`src/rtl/dirq_pkg.sv`:
```
package dirq_pkg;
    // Event classes in lane order within the status word
    typedef enum logic [1:0] {
        CLS_ERR = 2'd0,
        CLS_ABT = 2'd1,
        CLS_TC  = 2'd2
    } evt_cls_e;

    localparam int unsigned NUM_CLS = 3;
endpackage

```
`src/rtl/dirq_flag_lane.sv`:
```
module dirq_flag_lane #(
    parameter int unsigned N = 8
) (
    input  logic         clk,
    input  logic         rst_n,
    input  logic [N-1:0] set_i,
    input  logic [N-1:0] clr_i,
    output logic [N-1:0] flag_o
);
    typedef struct packed {
        logic [N-1:0] flag;
    } lane_st_t;

    lane_st_t st_d, st_q;

    always_comb begin
        st_d = st_q;
        // a pending set outranks a same-cycle clear
        st_d.flag = (st_q.flag & ~clr_i) | set_i;
    end

    always_ff @(posedge clk or negedge rst_n) begin
        if (!rst_n) st_q <= '0;
        else        st_q <= st_d;
    end

    assign flag_o = st_q.flag;

    p_set_wins_r4: assert property (@(posedge clk) disable iff (!rst_n)
        (|set_i) |=> ((flag_o & $past(set_i)) == $past(set_i)));

    p_w1c_clears_r3: assert property (@(posedge clk) disable iff (!rst_n)
        (|(clr_i & ~set_i)) |=> ((flag_o & $past(clr_i & ~set_i)) == '0));

    p_sticky_r2: assert property (@(posedge clk) disable iff (!rst_n)
        (clr_i == '0) |=> ((flag_o & $past(flag_o)) == $past(flag_o)));
endmodule

```
`src/rtl/dirq_reg_port.sv`:
```
module dirq_reg_port #(
    parameter int unsigned ADDR_W   = 8,
    parameter int unsigned DATA_W   = 24,
    parameter int unsigned N        = 8,
    parameter logic [ADDR_W-1:0] STAT_OFF = 'h30,
    parameter logic [ADDR_W-1:0] ABT_OFF  = 'h24
) (
    input  logic              clk,
    input  logic              rst_n,
    input  logic [ADDR_W-1:0] addr_i,
    input  logic              wen_i,
    input  logic [DATA_W-1:0] wdata_i,
    input  logic [DATA_W-1:0] status_i,
    output logic [DATA_W-1:0] clr_o,
    output logic [N-1:0]      abt_req_o,
    output logic [DATA_W-1:0] rdata_o
);
    typedef struct packed {
        logic [N-1:0] abt;
    } port_st_t;

    port_st_t st_d, st_q;
    logic hit_stat, hit_abt;

    always_comb begin
        hit_stat = (addr_i == STAT_OFF);
        hit_abt  = (addr_i == ABT_OFF);
        st_d     = st_q;
        // abort requests live for one cycle only
        st_d.abt = (wen_i && hit_abt) ? wdata_i[N-1:0] : '0;
        clr_o    = (wen_i && hit_stat) ? wdata_i : '0;
        rdata_o  = hit_stat ? status_i : '0;
    end

    always_ff @(posedge clk or negedge rst_n) begin
        if (!rst_n) st_q <= '0;
        else        st_q <= st_d;
    end

    assign abt_req_o = st_q.abt;

    p_abort_one_shot_r6: assert property (@(posedge clk) disable iff (!rst_n)
        !(wen_i && addr_i == ABT_OFF) |=> (abt_req_o == '0));

    p_abort_follows_write_r6: assert property (@(posedge clk) disable iff (!rst_n)
        (wen_i && addr_i == ABT_OFF) |=> (abt_req_o == $past(wdata_i[N-1:0])));
endmodule

```
`src/rtl/dirq_irq_merge.sv`:
```
module dirq_irq_merge #(
    parameter int unsigned W = 24
) (
    input  logic         clk,
    input  logic         rst_n,
    input  logic [W-1:0] flags_i,
    input  logic [W-1:0] mask_i,
    output logic         irq_o
);
    typedef struct packed {
        logic irq;
    } irq_st_t;

    irq_st_t st_d, st_q;

    always_comb begin
        st_d     = st_q;
        st_d.irq = |(flags_i & ~mask_i);
    end

    always_ff @(posedge clk or negedge rst_n) begin
        if (!rst_n) st_q <= '0;
        else        st_q <= st_d;
    end

    assign irq_o = st_q.irq;

    p_irq_quiet_r7: assert property (@(posedge clk) disable iff (!rst_n)
        (flags_i == '0) |=> !irq_o);

    p_irq_masked_r7: assert property (@(posedge clk) disable iff (!rst_n)
        (mask_i == '1) |=> !irq_o);
endmodule

```
`src/rtl/dma_irq_status_unit.sv`:
```
module dma_irq_status_unit #(
    parameter int unsigned NUM_CH   = 8,
    parameter int unsigned ADDR_W   = 8,
    parameter logic [ADDR_W-1:0] STAT_OFF = 'h30,
    parameter logic [ADDR_W-1:0] ABT_OFF  = 'h24
) (
    input  logic                           clk,
    input  logic                           rst_n,
    input  logic [NUM_CH-1:0]              evt_err_i,
    input  logic [NUM_CH-1:0]              evt_abt_i,
    input  logic [NUM_CH-1:0]              evt_tc_i,
    input  logic [NUM_CH-1:0]              mask_err_i,
    input  logic [NUM_CH-1:0]              mask_abt_i,
    input  logic [NUM_CH-1:0]              mask_tc_i,
    input  logic [ADDR_W-1:0]              reg_addr,
    input  logic                           reg_wen,
    input  logic [dirq_pkg::NUM_CLS*NUM_CH-1:0] reg_wdata,
    output logic [dirq_pkg::NUM_CLS*NUM_CH-1:0] reg_rdata,
    output logic [NUM_CH-1:0]              abort_req_o,
    output logic                           irq_o
);
    import dirq_pkg::*;

    localparam int unsigned LANE_W = NUM_CH;
    localparam int unsigned STAT_W = NUM_CLS * LANE_W;

    logic [NUM_CH-1:0] set_v  [NUM_CLS];
    logic [NUM_CH-1:0] mask_v [NUM_CLS];
    logic [NUM_CH-1:0] flag_v [NUM_CLS];
    logic [STAT_W-1:0] status_w, mask_w, clr_w;

    always_comb begin
        set_v[int'(CLS_ERR)]  = evt_err_i;
        set_v[int'(CLS_ABT)]  = evt_abt_i;
        set_v[int'(CLS_TC)]   = evt_tc_i;
        mask_v[int'(CLS_ERR)] = mask_err_i;
        mask_v[int'(CLS_ABT)] = mask_abt_i;
        mask_v[int'(CLS_TC)]  = mask_tc_i;
    end

    for (genvar c = 0; c < NUM_CLS; c++) begin : g_lane
        dirq_flag_lane #(.N(NUM_CH)) u_lane (
            .clk    (clk),
            .rst_n  (rst_n),
            .set_i  (set_v[c]),
            .clr_i  (clr_w[c*LANE_W +: LANE_W]),
            .flag_o (flag_v[c])
        );
        assign status_w[c*LANE_W +: LANE_W] = flag_v[c];
        assign mask_w[c*LANE_W +: LANE_W]   = mask_v[c];
    end

    dirq_reg_port #(
        .ADDR_W   (ADDR_W),
        .DATA_W   (STAT_W),
        .N        (NUM_CH),
        .STAT_OFF (STAT_OFF),
        .ABT_OFF  (ABT_OFF)
    ) u_port (
        .clk       (clk),
        .rst_n     (rst_n),
        .addr_i    (reg_addr),
        .wen_i     (reg_wen),
        .wdata_i   (reg_wdata),
        .status_i  (status_w),
        .clr_o     (clr_w),
        .abt_req_o (abort_req_o),
        .rdata_o   (reg_rdata)
    );

    dirq_irq_merge #(.W(STAT_W)) u_irq (
        .clk     (clk),
        .rst_n   (rst_n),
        .flags_i (status_w),
        .mask_i  (mask_w),
        .irq_o   (irq_o)
    );

    p_clear_all_r5: assert property (@(posedge clk) disable iff (!rst_n)
        (reg_wen && reg_addr == STAT_OFF && reg_wdata == '1 &&
         evt_err_i == '0 && evt_abt_i == '0 && evt_tc_i == '0)
        |=> (status_w == '0));

    p_abort_keeps_status_r6: assert property (@(posedge clk) disable iff (!rst_n)
        (reg_wen && reg_addr == ABT_OFF &&
         evt_err_i == '0 && evt_abt_i == '0 && evt_tc_i == '0)
        |=> $stable(status_w));

    p_other_read_zero_r8: assert property (@(posedge clk) disable iff (!rst_n)
        (reg_addr != STAT_OFF) |-> (reg_rdata == '0));
endmodule

```
`config.mk`:
```
export PLATFORM = sky130hd
export DESIGN_NAME = dma_irq_status_unit
export DESIGN_NICKNAME = d
export VERILOG_FILES = /design/src/rtl/dirq_pkg.sv /design/src/rtl/dirq_flag_lane.sv /design/src/rtl/dirq_reg_port.sv /design/src/rtl/dirq_irq_merge.sv /design/src/rtl/dma_irq_status_unit.sv
export SDC_FILE = /design/constraint.sdc
export NUM_CORES = 1
export LEC_CHECK = 0
export BUFFER_PORTS_ARGS = -buffer_cell sky130_fd_sc_hd__buf_2
export CORE_UTILIZATION = 40
export DETAILED_ROUTE_END_ITERATION = 8
export PLACE_DENSITY_LB_ADDON = 0.2
export SLEW_MARGIN = 20
export SYNTH_ARGS = -nofsm -noshare
export SYNTH_HDL_FRONTEND = slang
export SYNTH_SLANG_ARGS = --single-unit
```
`constraint.sdc`:
```
create_clock -name clk -period 1.3 [get_ports clk]
set_input_delay 0.065 -clock clk [delete_from_list [all_inputs] [get_ports clk]]
set_output_delay 0.065 -clock clk [all_outputs]
set_load 0.02 [all_outputs]
```
==> run metrics <==
outcome=finished, violations left; violated checks=setup timing; Setup TNS=-755 ps; Ant. Diodes=0; adder-cell share of the synthesized area=0; Post-synth ARST share=1.00; RSZ-0062 raised after global routing=yes; end point of the critical path=reg_rdata[10]; worst clock skew=between 6 and 7 ps; Commonest cells post-synth=dfrtp_1 (33), inv_1 (25), nor3_1 (25), a21o_1 (24), nand2_1 (24); Initial Utilization=0.422; Max FO, Critical Path=16; Distinct cells, synth=15; number of enable flip-flop cells after synthesis=0; initial antenna violation count=0; Post-Synth Simple-Gate Area=0.216; sequential area share after synthesis=0.527; DR WL/cell=approximately 15 um; Gate Count Post-Synth=167; leakage=1.44 nW; clock power share=0.423; complex-gate fraction of the synthesized area=0.163; R2R Path Start=g_lane[1].u_lane.flag_o[1]$_DFF_PN0_; Clock Path Buffers=2; CP startpoint=reg_addr[1]; Gate power share=0.133; slowest stage cell on the critical path=or4_4; worst hold path type=in -> reg; CTS clk-pin slew, worst paths=about 70 ps; total gr overflow=0; Power Density=766 mW/mm^2; main combinational cell family by area after synthesis=simple AND/OR/NAND/NOR gates; vias in the first global route=between 1500 and 2000; FF+latch count, synth=33; Final Setup Violations=23; total CTS buffers=5; Slew HR=0.708; die span in y=64.6 um; total routed wirelength=around 5400 um; Sw Share=0.232; Reg2Reg Depth=4; WS Path Type=in -> out; Tot Pwr=0.00231 W; Worst-Skew Late Latency=290 ps; core area=0.00372 sq mm; total track usage=0.275; cell taking the most area after synthesis=dfrtp_1; RD Place Congestion=0.798; chip width=64.6 um; Tmin final=1390 ps; Int Pwr=0.00178 W; mux contribution to synthesized area=0; most numerous cell in the Yosys netlist=dfrtp_1; Sequential Power Share=0.444; WHS Path Cells=2; worst slew pin tran=438 ps; syn_nets=250; Final #Nets=401; Post-Synth XOR/XNOR Area=0; net switching power=0.000537 W; Root Buffer=clkbuf_8; drt drc=0; worst path cell trace=buf_6, or4_4, buf_12, nor3_2, buf_4; IO Pins=116; final hold vios=0; Post-Syn Area per Cell=9.38 sq um; MaxCap Viol Count=0; Max VDD drop=approximately 720 uV; I/O Buffers=115; largest net degree at the start of global routing=19; Worst Path Required=between 1000 and 1500 ps; first-pass GRT wire length=8550 um; ys flop type=dfrtp_1; share of the synthesized area in the top cell type=0.527; fmax=719 MHz; Reg2Reg Setup Slack=20 ps; Area Growth Syn to Fin=92.7%; crit path capture type=primary output; WP data arrival=1330 ps; Tcrit/Tclk final=1.07; DIE AREA=0.00417 sq mm; half-perimeter wire length after placement=about 3700 um; # clock sinks=33; Area contributors post-synth=dfrtp_1 (53%), a21o_1 (12%), nor3_1 (8.0%); delay of the slowest critical-path stage=580 ps; Detail Route Antenna Nets=0; Iteration-0 DRC Markers=58; fraction of layout cells with a size suffix above 1=0.502; Yosys warning count=0; vias=1834; CTS H-tree depth=2; Rows=22; r2r endpoint=u_irq.irq_o$_DFF_PN0_; first drt pass iteration count=4; vias per cell=5.00; Setup crit start kind=primary input; fin worst setup slack=-91.2 ps; postcts setup bufs=0; CTS tree=done; Mapped Area=0.00157 sq mm; Hold Slack=~6.5 ps; max-slew violations=0
==> worst min-delay path by stage <==
stage | to | from | slack (ps)
2_1_floorplan | g_lane[0].u_lane.flag_o[0]$_DFF_PN0_ | rst_n | -230
3_3_place_gp | u_port.abt_req_o[3]$_DFF_PN0_ | rst_n | 10
3_5_place_dp | u_port.abt_req_o[4]$_DFF_PN0_ | rst_n | 20
4_1_cts | u_port.abt_req_o[4]$_DFF_PN0_ | reg_wdata[4] | 3
5_1_grt | u_port.abt_req_o[4]$_DFF_PN0_ | reg_wdata[4] | 2
6_report | u_port.abt_req_o[0]$_DFF_PN0_ | reg_wdata[0] | 6
==> stage by stage <==
| stage | cells | utilization | cell area [sq um] | setup slack (ps) |
|---|---|---|---|---|
| final | 367 | 0.812 | 3020 | -91.2 |
| after global routing | 367 | 0.812 | 3020 | -95.4 |
| after CTS | 367 | 0.804 | 2990 | -55.5 |
| after detailed placement | 331 | 0.660 | 2450 | -229 |
| after global placement | 331 | 0.660 | 2450 | -185 |
| after floorplan | 167 | - | 1800 | -156 |
==> cell usage in the layout, fill, tap and decap left out, types with 2 or more instances in the layout <==
cell type,instances
nor3_2,4
buf_2,91
nand2_1,24
buf_4,14
nor4_2,2
inv_1,25
buf_6,17
o22ai_1,12
dlygate4sd3_1,28
nor3_1,2
and2_1,8
clkbuf_8,5
nor3_4,20
a21o_1,24
dfrtp_1,33
==> cells by family (layout without fill, tap and decap cells) <==
| family | after synthesis | count (layout) |
|---|---|---|
| simple gates | 65 | 65 |
| compound gates | 36 | 36 |
| flops | 33 | 33 |
| buf+inv | 33 | 185 |
==> state kept, by name, indices dropped and copies added (netlist names) <==
| signal | cells |
|---|---|
| g_lane.u_lane.flag_o | 24 |
| u_port.abt_req_o | 8 |
| u_irq.irq_o | 1 |
==> power groups by stage <==
stage | Combinational (W) | Clock, W | Sequential (W)
finish | 0.000308 | 0.000979 | 0.00103
global route | 0.000332 | 0.00105 | 0.00103
CTS | 0.000300 | 0.000989 | 0.00103
detailed placement | 0.000227 | 0 | 0.00105
global placement | 0.000226 | 0 | 0.00105
floorplan | 0.0000595 | 0 | 0.00105
==> critical path: cells and delay by family <==
kind / cells / cell delay, ps
buffers and inverters: 3 / 470
and+or+nand+nor: 2 / 780
==> metal layers <==
metal | track usage | routed length, um
met1 | 0.296 | 2010
met2 | 0.505 | 2810
met3 | 0.0651 | 329
met4 | 0.125 | 215
met5 | 0 | 0
==> repair_timing <==
| action | CTS | global route |
|---|---|---|
| gates resized for setup | 43 | 7 |
| hold buffers | 28 | 0 |
| hold endpoints to repair | 44 | 0 |
| gates cloned | 0 | 0 |
| endpoints found under the setup margin | 24 | 27 |
==> final cells by class <==
| class | count | area [sq um] |
|---|---|---|
| Clock buffer | 5 | 68.8 |
| Clock inverter | 3 | 46.3 |
| Fill cell | 241 | 697 |
| Inverter | 25 | 93.8 |
| Multi-Input combinational cell | 101 | 857 |
| Sequential cell | 33 | 826 |
| Tap cell | 48 | 60.1 |
| Timing Repair Buffer | 152 | 1070 |
(Power assumes the default switching activity.)
